[config.mk]
export PLATFORM = sky130hd
export DESIGN_NAME = zs_sram
export DESIGN_NICKNAME = d
export VERILOG_FILES = /design/src/rtl/zs_sram_pkg.sv /design/src/rtl/zs_merge.sv /design/src/rtl/zs_seq.sv /design/src/rtl/zs_wpipe.sv /design/src/rtl/zs_array.sv /design/src/rtl/zs_outreg.sv /design/src/rtl/zs_sram.sv
export SDC_FILE = /design/constraint.sdc
export NUM_CORES = 2
export LEC_CHECK = 0
export ABC_AREA = 1
export BUFFER_PORTS_ARGS = -buffer_cell sky130_fd_sc_hd__buf_2
export CORE_MARGIN = 4
export CORE_UTILIZATION = 40
export DETAILED_ROUTE_END_ITERATION = 6
export HOLD_SLACK_MARGIN = 0.06
export PLACE_DENSITY_LB_ADDON = 0.2
export SLEW_MARGIN = 15
export SYNTH_ARGS = -nofsm -noshare
export SYNTH_HDL_FRONTEND = slang
export SYNTH_SLANG_ARGS = --single-unit
[constraint.sdc]
create_clock -name clk -period 3.8 [get_ports clk]
set_clock_uncertainty 0.2 [all_clocks]
set_input_delay 0.76 -clock clk [delete_from_list [all_inputs] [get_ports clk]]
set_output_delay 0.76 -clock clk [all_outputs]
set_load 0.05 [all_outputs]
[src/rtl/zs_sram_pkg.sv]
`timescale 1ns/1ps
package zs_sram_pkg;

  typedef enum logic [1:0] {
    OP_NOP = 2'd0,
    OP_RD  = 2'd1,
    OP_WR  = 2'd2
  } op_e;

  // low two address bits of burst beat 'beat' from 'start'
  function automatic logic [1:0] burst_lo(input logic [1:0] start,
                                          input logic [1:0] beat,
                                          input logic       interleave);
    return interleave ? (start ^ beat) : (start + beat);
  endfunction

endpackage

[src/rtl/zs_merge.sv]
`timescale 1ns/1ps
module zs_merge #(
  parameter int NL = 4,
  parameter int LW = 9
) (
  input  logic [NL*LW-1:0] base,
  input  logic [NL*LW-1:0] upd,
  input  logic [NL-1:0]    pick,
  output logic [NL*LW-1:0] merged
);
  for (genvar g = 0; g < NL; g++) begin : g_lane
    assign merged[g*LW +: LW] = pick[g] ? upd[g*LW +: LW] : base[g*LW +: LW];
  end
endmodule

[src/rtl/zs_seq.sv]
`timescale 1ns/1ps
module zs_seq import zs_sram_pkg::*; #(
  parameter int AW = 6
) (
  input  logic          clk,
  input  logic          rst_n,
  input  logic          cke,
  input  logic          adv_ld,
  input  logic          sel_ok,
  input  logic          wr_req,
  input  logic          ilv,
  input  logic [AW-1:0] addr_in,
  output op_e           cmd_op,
  output logic [AW-1:0] cmd_addr
);
  logic [AW-1:0] base_q;
  logic [1:0]    cnt_q;
  logic [1:0]    nxt_cnt;
  op_e           op_q;

  assign nxt_cnt = cnt_q + 2'd1;

  always_comb begin
    if (!adv_ld) begin
      cmd_op   = sel_ok ? (wr_req ? OP_WR : OP_RD) : OP_NOP;
      cmd_addr = addr_in;
    end else begin
      cmd_op   = op_q;
      cmd_addr = {base_q[AW-1:2], burst_lo(base_q[1:0], nxt_cnt, ilv)};
    end
  end

  always_ff @(posedge clk or negedge rst_n) begin
    if (!rst_n) begin
      base_q <= '0;
      cnt_q  <= 2'd0;
      op_q   <= OP_NOP;
    end else if (cke) begin
      if (!adv_ld) begin
        base_q <= addr_in;
        cnt_q  <= 2'd0;
      end else begin
        cnt_q  <= nxt_cnt;
      end
      op_q <= cmd_op;
    end
  end
endmodule

[src/rtl/zs_wpipe.sv]
`timescale 1ns/1ps
module zs_wpipe import zs_sram_pkg::*; #(
  parameter int AW = 6,
  parameter int NL = 4
) (
  input  logic          clk,
  input  logic          rst_n,
  input  logic          cke,
  input  op_e           cmd_op,
  input  logic [AW-1:0] cmd_addr,
  input  logic [NL-1:0] cmd_lanes,
  output op_e           s1_op,
  output logic [AW-1:0] s1_addr,
  output op_e           s2_op,
  output logic [AW-1:0] s2_addr,
  output logic [NL-1:0] s2_lanes
);
  logic [NL-1:0] s1_lanes;

  always_ff @(posedge clk or negedge rst_n) begin
    if (!rst_n) begin
      s1_op    <= OP_NOP;
      s1_addr  <= '0;
      s1_lanes <= '0;
      s2_op    <= OP_NOP;
      s2_addr  <= '0;
      s2_lanes <= '0;
    end else if (cke) begin
      s1_op    <= cmd_op;
      s1_addr  <= cmd_addr;
      s1_lanes <= cmd_lanes;
      s2_op    <= s1_op;
      s2_addr  <= s1_addr;
      s2_lanes <= s1_lanes;
    end
  end
endmodule

[src/rtl/zs_array.sv]
`timescale 1ns/1ps
module zs_array import zs_sram_pkg::*; #(
  parameter int AW = 6,
  parameter int NL = 4,
  parameter int LW = 9
) (
  input  logic             clk,
  input  logic             cke,
  input  op_e              cmd_op,
  input  logic [AW-1:0]    cmd_addr,
  input  op_e              s2_op,
  input  logic [AW-1:0]    s2_addr,
  input  logic [NL-1:0]    s2_lanes,
  input  logic [NL*LW-1:0] wdata,
  output logic [NL*LW-1:0] rd_q,
  output logic             wr_commit
);
  localparam int DW    = NL * LW;
  localparam int DEPTH = 1 << AW;

  logic [DW-1:0] mem [DEPTH];
  logic [DW-1:0] rd_raw;
  logic [DW-1:0] rd_fwd;
  logic          fwd_hit;

  assign wr_commit = cke && (s2_op == OP_WR);
  assign rd_raw    = mem[cmd_addr];
  // the write stored at this same edge is not yet visible in rd_raw
  assign fwd_hit   = (s2_op == OP_WR) && (s2_addr == cmd_addr);

  zs_merge #(.NL(NL), .LW(LW)) u_fwd (
    .base   (rd_raw),
    .upd    (wdata),
    .pick   (fwd_hit ? s2_lanes : '0),
    .merged (rd_fwd)
  );

  always_ff @(posedge clk) begin
    if (wr_commit) begin
      for (int i = 0; i < NL; i++) begin
        if (s2_lanes[i]) mem[s2_addr][i*LW +: LW] <= wdata[i*LW +: LW];
      end
    end
    if (cke && (cmd_op == OP_RD)) rd_q <= rd_fwd;
  end
endmodule

[src/rtl/zs_outreg.sv]
`timescale 1ns/1ps
module zs_outreg import zs_sram_pkg::*; #(
  parameter int AW = 6,
  parameter int NL = 4,
  parameter int LW = 9
) (
  input  logic             clk,
  input  logic             rst_n,
  input  logic             cke,
  input  op_e              s1_op,
  input  logic [AW-1:0]    s1_addr,
  input  logic [NL*LW-1:0] rd_q,
  input  op_e              s2_op,
  input  logic [AW-1:0]    s2_addr,
  input  logic [NL-1:0]    s2_lanes,
  input  logic [NL*LW-1:0] wdata,
  output logic [NL*LW-1:0] dout_q,
  output logic             out_vld
);
  localparam int DW = NL * LW;

  logic          hit;
  logic [DW-1:0] fwd;

  // second coherency point: the write storing now, one command older than the read
  assign hit = (s2_op == OP_WR) && (s2_addr == s1_addr);

  zs_merge #(.NL(NL), .LW(LW)) u_fwd (
    .base   (rd_q),
    .upd    (wdata),
    .pick   (hit ? s2_lanes : '0),
    .merged (fwd)
  );

  always_ff @(posedge clk or negedge rst_n) begin
    if (!rst_n) begin
      dout_q  <= '0;
      out_vld <= 1'b0;
    end else if (cke) begin
      out_vld <= (s1_op == OP_RD);
      if (s1_op == OP_RD) dout_q <= fwd;
    end
  end
endmodule

[src/rtl/zs_sram.sv]
`timescale 1ns/1ps
module zs_sram import zs_sram_pkg::*; #(
  parameter int AW = 6,
  parameter int NL = 4,
  parameter int LW = 9
) (
  input  logic             clk,
  input  logic             rst_n,
  input  logic             cke,
  input  logic             cs1_n,
  input  logic             cs2,
  input  logic             cs3_n,
  input  logic             adv_ld,
  input  logic             we_n,
  input  logic [NL-1:0]    be_n,
  input  logic             burst_ilv,
  input  logic [AW-1:0]    addr,
  input  logic             oe_n,
  input  logic [NL*LW-1:0] din,
  output logic [NL*LW-1:0] dout,
  output logic             dout_oe
);
  localparam int DW = NL * LW;

  op_e           cmd_op;
  logic [AW-1:0] cmd_addr;
  op_e           s1_op, s2_op;
  logic [AW-1:0] s1_addr, s2_addr;
  logic [NL-1:0] s2_lanes;
  logic [DW-1:0] rd_q;

  // named events for the checker
  logic cs_ok, cmd_rd, cmd_wr, s1_vld, wr_commit, out_vld;

  assign cs_ok  = ~cs1_n & cs2 & ~cs3_n;
  assign cmd_rd = (cmd_op == OP_RD);
  assign cmd_wr = (cmd_op == OP_WR);
  assign s1_vld = (s1_op != OP_NOP);

  zs_seq #(.AW(AW)) u_seq (
    .clk      (clk),
    .rst_n    (rst_n),
    .cke      (cke),
    .adv_ld   (adv_ld),
    .sel_ok   (cs_ok),
    .wr_req   (~we_n),
    .ilv      (burst_ilv),
    .addr_in  (addr),
    .cmd_op   (cmd_op),
    .cmd_addr (cmd_addr)
  );

  zs_wpipe #(.AW(AW), .NL(NL)) u_pipe (
    .clk       (clk),
    .rst_n     (rst_n),
    .cke       (cke),
    .cmd_op    (cmd_op),
    .cmd_addr  (cmd_addr),
    .cmd_lanes (~be_n),
    .s1_op     (s1_op),
    .s1_addr   (s1_addr),
    .s2_op     (s2_op),
    .s2_addr   (s2_addr),
    .s2_lanes  (s2_lanes)
  );

  zs_array #(.AW(AW), .NL(NL), .LW(LW)) u_array (
    .clk       (clk),
    .cke       (cke),
    .cmd_op    (cmd_op),
    .cmd_addr  (cmd_addr),
    .s2_op     (s2_op),
    .s2_addr   (s2_addr),
    .s2_lanes  (s2_lanes),
    .wdata     (din),
    .rd_q      (rd_q),
    .wr_commit (wr_commit)
  );

  zs_outreg #(.AW(AW), .NL(NL), .LW(LW)) u_out (
    .clk      (clk),
    .rst_n    (rst_n),
    .cke      (cke),
    .s1_op    (s1_op),
    .s1_addr  (s1_addr),
    .rd_q     (rd_q),
    .s2_op    (s2_op),
    .s2_addr  (s2_addr),
    .s2_lanes (s2_lanes),
    .wdata    (din),
    .dout_q   (dout),
    .out_vld  (out_vld)
  );

  assign dout_oe = out_vld & ~oe_n;
endmodule

==> After elaboration in Yosys (flattened, before gate mapping) <==
Memories as Yosys holds them, arrays and structs flattened. A register that Yosys moved wholly into a read port is not among the register bits.
Index checks and enable logic that the tools add are counted.
{ "op_classes": {"addsub": 2, "eq_ne": 4, "n_mux": 23, "n_bitwise": 9, "n_reduce_logical": 5} }
{ "ops": {"columns": ["cell", "count"], "rows": [
  ["$mux W9", 4],
  ["$mux W1", 12],
  ["$mux W2", 5],
  ["$eq A6 B6 Y1", 1],
  ["$mux W6", 1],
  ["$eq A2 B1 Y1 const B", 2],
  ["$mux W4", 1],
  ["$not A1 Y1", 4],
  ["$not A4 Y4", 1],
  ["$reduce_and A2 Y1", 2],
  ["$and A1 B1 Y1", 3],
  ["$logic_and A1 B1 Y1", 3],
  ["$add A2 B1 Y2 const B", 1],
  ["$add A2 B2 Y2", 1],
  ["$eq A2 B2 Y1 const B", 1],
  ["$xor A2 B2 Y2", 1]
]} }
{ "totals": {"reg_bits": 69, "mem_bits_rw": 2304, "word_cells": 54, "mem_count": 1} }
{ "memory_table": {"columns": ["name", "depth", "width", "read_ports", "rd_ports_with_merged_regs", "wr", "line", "text"], "rows": [
  ["u_array.mem", 64, 36, 1, 1, 1, "zs_array.sv:21", "logic [DW-1:0] mem [DEPTH];"]
]} }

==> Depth between registers and ports, before layout <==
{ "logic_depth": {"ltp_word": 7, "mapped_depth": 19, "ltp_nobuf": 17} }

==> Cells and area by module <==
Synthesis repeated with hierarchy kept, for this count alone.
{ "unflattened": {"hier_cells": 8521, "area_unflattened_um2": 98514.5} }
{ "by_module_without_submodules": {"columns": ["module", "n_inst", "cells_per_inst", "area_per_inst_um2", "seq_area_each_um2"], "rows": [
  ["zs_array", 1, 7908, 94247.9, 70267.4],
  ["zs_outreg", 1, 193, 1773.0, 925.9],
  ["zs_wpipe", 1, 102, 977.2, 600.6],
  ["zs_merge", 2, 116, 465.4, 0.0],
  ["zs_seq", 1, 76, 545.5, 250.2],
  ["zs_sram", 1, 10, 40.0, 0.0]
]} }

==> Worst setup path after synthesis <==
Ideal clock, no wire load.
{ "synth_timing": {"kind": "input -> register", "startpoint": "input cke", "endpoint": "register u_array.rd_q[0], read port of u_array.mem (enable)", "setup_time_ps": 445, "arrival_ps": 3387, "t_required_ps": 3155, "slack_ps": -232, "path_stages": 5, "path_buffers": 1, "path_cell_list": "clkbuf_1 -> inv_1 -> nor2_1 -> nand3_1 -> a22oi_1"} }
{ "synth_between": {"elab_chain_cells": 1} }
{ "synth_lines": {"columns": ["item", "line", "text"], "rows": [
  ["from (decl)", "zs_sram.sv:9", "input logic cke,"],
  ["$logic_and A1 B1 Y1", "zs_array.sv:44", "if (cke && (cmd_op == OP_RD)) rd_q <= rd_fwd;"],
  ["to (decl)", "zs_array.sv:15", "output logic [NL*LW-1:0] rd_q,"]
]} }
No other way between the ends.
A chain may end at the register's enable or synchronous reset.

==> Worst setup path after layout <==
{ "layout_timing": {"startpoint": "register u_pipe.s2_op[0]", "endpoint": "memory u_array.mem[51][22] (netlist bit) (enable)"} }
{ "layout_between": {"elab_chain_cells": 4} }
{ "layout_lines": {"columns": ["item", "line", "text"], "rows": [
  ["from (decl)", "zs_wpipe.sv:14", "output op_e s2_op,"],
  ["from (signal assigned)", "zs_wpipe.sv:32", "s2_op <= s1_op;"],
  ["$eq A2 B2 Y1", null, null],
  ["$logic_and A1 B1 Y1", "zs_array.sv:26", "assign wr_commit = cke && (s2_op == OP_WR);"],
  ["$mux W1", "zs_array.sv:39", "if (wr_commit) begin"],
  ["$mux W1 (implied by the code)", "zs_array.sv:41", "if (s2_lanes[i]) mem[s2_addr][i*LW +: LW] <= wdata[i*LW +: LW];"],
  ["to (decl)", "zs_array.sv:21", null]
]} }
No other way between the ends.

==> results.toml <==
[status]
outcome = "finished, final reports clean"

[clock_network]
htreeDepth = 5
insertion_delay_ns = 0.96
cts_tree = "done"
cts_root_buf = "clkbuf_16"
hold_buffers = 13
ctsResizeCount = 0
cts_buffer_depth = 4
cts_num_sinks = 2409
post_cts_buffers = 0
clk_pin_slew_ns = 0.06
numCtsBuffers = 274

[routing]
dr.first_iter.drc_count = 8119
drtPass1Iterations = 6
wire_per_inst_um = 24.7
drc_errors = 0
drt_wl_total_um = 329000
final_antenna_net_count = 0
routed_via_density = 5.41
via_count = 72200

[sta]
fin_tns_setup_ns = 0
rsz0062_at_grt = "no"
hold_viol = 0
setup_slack_ns = 0.337
slew_violations = 0
finalCriticalPeriod_ns = 3.46
final-setup-viol-count = 0
hold_ws_ns = 0.131
slew_headroom_pct = 18.7
fmax_mhz = 289
worst_pin_slew_ns = 1.22
fin_crit_sh_pct = 91.1

[floorplan]
core_um2 = 255000
io_pins = 93
die_h_um = 514
start_util_pct = 40.3
die_width_um = 514
num_rows = 185
dieArea_um2 = 265000

[global_routing]
grt_usage_pct = 24.4
grt_pass1_vias = 68900
grt_pass1_wl_um = 479000
antenna_found_initial = 23
grt-ovfl-total = 0
grt_max_degree = 116

[worst_setup_path]
r2r_start = "u_pipe.s2_op[0]$_DFFE_PN0P_"
worst-setup-path-type = "flop to flop"
crit_top_cell = "nor2_1"
cp_cell_sequence = "nor2_1, nand2_1, nor2_1, inv_2, buf_12, nor2_1"
slowest_stage = "nor2_1"
critPathTopFamily = "simple AND/OR/NAND/NOR gates"
worst-path-buf-inv = 2
slowest_delay_ns = 0.95
critPathLaunchType = "flop"
critPathMaxFanout = 50
r2r_end = "u_array.mem[51][22]$_DFFE_PP_"
r2r_slack_ns = 0.34
crit_required_ns = 4.15
cp.arrival_ns = 3.81
cp-end-kind = "flop"
r2r_cells = 6

[flow_run]
drv_cap = 0

[pwr]
power.leakage_nw = 45.8
combPwrFrac_pct = 15.1
internal_power_w = 0.0469
peakVddDrop_uv = 354
seqPwrFrac_pct = 45.9
p_clk_share_pct = 39.0
p_sw_share_pct = 27.0
power_density_nw_per_um2 = 541
p_switching_w = 0.0174

[logic_synthesis]
synth.cell_area_um2 = 103000
ys_ff_latch = 2409
async_flop_share_pct = 2.86
synth_edf_count = 2340
ys_types = 40
syn_inst = 9389
avgSynthCellArea_um2 = 10.9
synthesis.nets = 9446
synth_ff_type = "edfxtp_1"
ys_seq_area_share_pct = 70.2
yosysWarnings = 0

[finish]
layout-drive-gt1-share_pct = 11.2
layout_common_cells = "3595 x nand2_1, 2340 x edfxtp_1, 1480 x nand3_1, 471 x buf_4, 379 x inv_1"
fill_cells = 23200
fin_nets = 9825
final_cell_area_um2 = 119000
synthToLayoutAreaGrowth_pct = 15.9
mostFrequentLayoutCell = "nand2_1"

[place]
gp_congestion = 0.882
portBuffers = 92
place_ws_ns = -0.0232
placed_area_um2 = 110000
dpl.hpwl_um = 206000

[worst_hold_path]
holdPathStages = 5
min_to = "u_seq.op_q[0]$_DFFE_PN0P_"
hp-start = "cs1_n"
hold_path_class = "input port to flop"
## through the flow
step / power (W) / instances / utilization, %
after floorplan: 0.0359 / 9389 / -
after global placement: 0.0398 / 12800 / 43.3
after detailed placement: 0.0398 / 12800 / 43.3
after CTS: 0.0647 / 13300 / 46.7
after global routing: 0.0667 / 13300 / 46.7
final: 0.0643 / 13300 / 46.7
## synthesized netlist by cell type (15+ instances only)
master	n	share of area [%]
nand2_1	3596	13
edfxtp_1	2340	68
nand4_1	181	1.1
dfrtp_1	69	1.7
nor2_1	304	1.1
nand3_1	1480	7.2
buf_2	327	1.6
or2_2	39	0.24
nand3b_1	111	0.81
buf_4	62	0.45
buf_6	15	0.16
clkbuf_1	130	0.48
mux2i_1	63	0.61
inv_1	379	1.4
buf_1	61	0.22
a21oi_1	72	0.35
o21ai_0	64	0.31
nor3_1	16	0.078
o21ai_1	18	0.088
## metal layers
layer / part of all wire [%] / vias up / track usage [%]
met5: 0.036 / - / 0
li1: - / 32900 / -
met3: 8.2 / 545 / 5.19
met1: 42 / 35700 / 33.5
met2: 46 / 3004 / 38.3
met4: 3.7 / 20 / 8.87
## sequential cells by signal (all words and copies together), names as in the netlist, 4 cells and up
name	count
u_array.mem	2304
u_out.dout_q	36
u_pipe.s1_addr	6
u_pipe.s2_lanes	4
u_pipe.s1_lanes	4
u_seq.base_q	6
u_array.rd_q	36
u_pipe.s2_addr	6
## layout make-up
class | instances | area (µm²) | area share, %
timing repair buffer | 698 | 6600 | 5.55
antenna | 13 | 32.5 | 0.0274
clock inverter | 121 | 1020 | 0.859
tap | 3366 | 4210 | 3.54
multi-input combinational | 5983 | 26200 | 22.0
clock buffer | 346 | 7290 | 6.14
inverter | 402 | 1550 | 1.31
sequential | 2409 | 72000 | 60.6
## worst max path at each step
stage                     slack, ns                       endpoint                         from  cells past startpoint
after floorplan                0.56      u_array.rd_q[0]$_DFFE_PP_                          cke                      5
after global placement        -0.05      u_array.rd_q[3]$_DFFE_PP_                       adv_ld                     13
after detailed placement      -0.02      u_array.rd_q[3]$_DFFE_PP_                       adv_ld                     13
after CTS                      0.41  u_array.mem[42][21]$_DFFE_PP_  u_pipe.s2_op[0]$_DFFE_PN0P_                      6
after global routing           0.31      u_array.rd_q[9]$_DFFE_PP_   u_seq.cnt_q[0]$_DFFE_PN0P_                     17
final                          0.34  u_array.mem[51][22]$_DFFE_PP_  u_pipe.s2_op[0]$_DFFE_PN0P_                      6
## power groups by stage
| stage | clock, W | combinational [W] | sequential [W] |
|---|---|---|---|
| 4_1_cts | 0.0255 | 0.00975 | 0.0295 |
| 3_3_place_gp | 0 | 0.00968 | 0.0301 |
| 3_5_place_dp | 0 | 0.00970 | 0.0301 |
| 5_1_grt | 0.0266 | 0.0106 | 0.0295 |
| 6_report | 0.0251 | 0.00974 | 0.0295 |
| 2_1_floorplan | 0 | 0.00531 | 0.0306 |
## tightest hold or removal path, delay by kind of cell
kind,cells,cell delay [ns]
buffers and inverters,2,0.24
AND/OR/NAND/NOR,3,0.23
## logic make-up after synthesis
group / after synthesis / synth area share, %
AOI/OAI and AO/OA: 161 / 0.822
xor gates and xnor gates: 6 / 0.0512
adders and majority gates: 1 / 0.0122
buffers and inverters: 997 / 4.40
DFF: 2409 / 70.2
muxes: 63 / 0.615
and+or+nand+nor: 5752 / 23.9
Power figures use the tool's default switching activity.
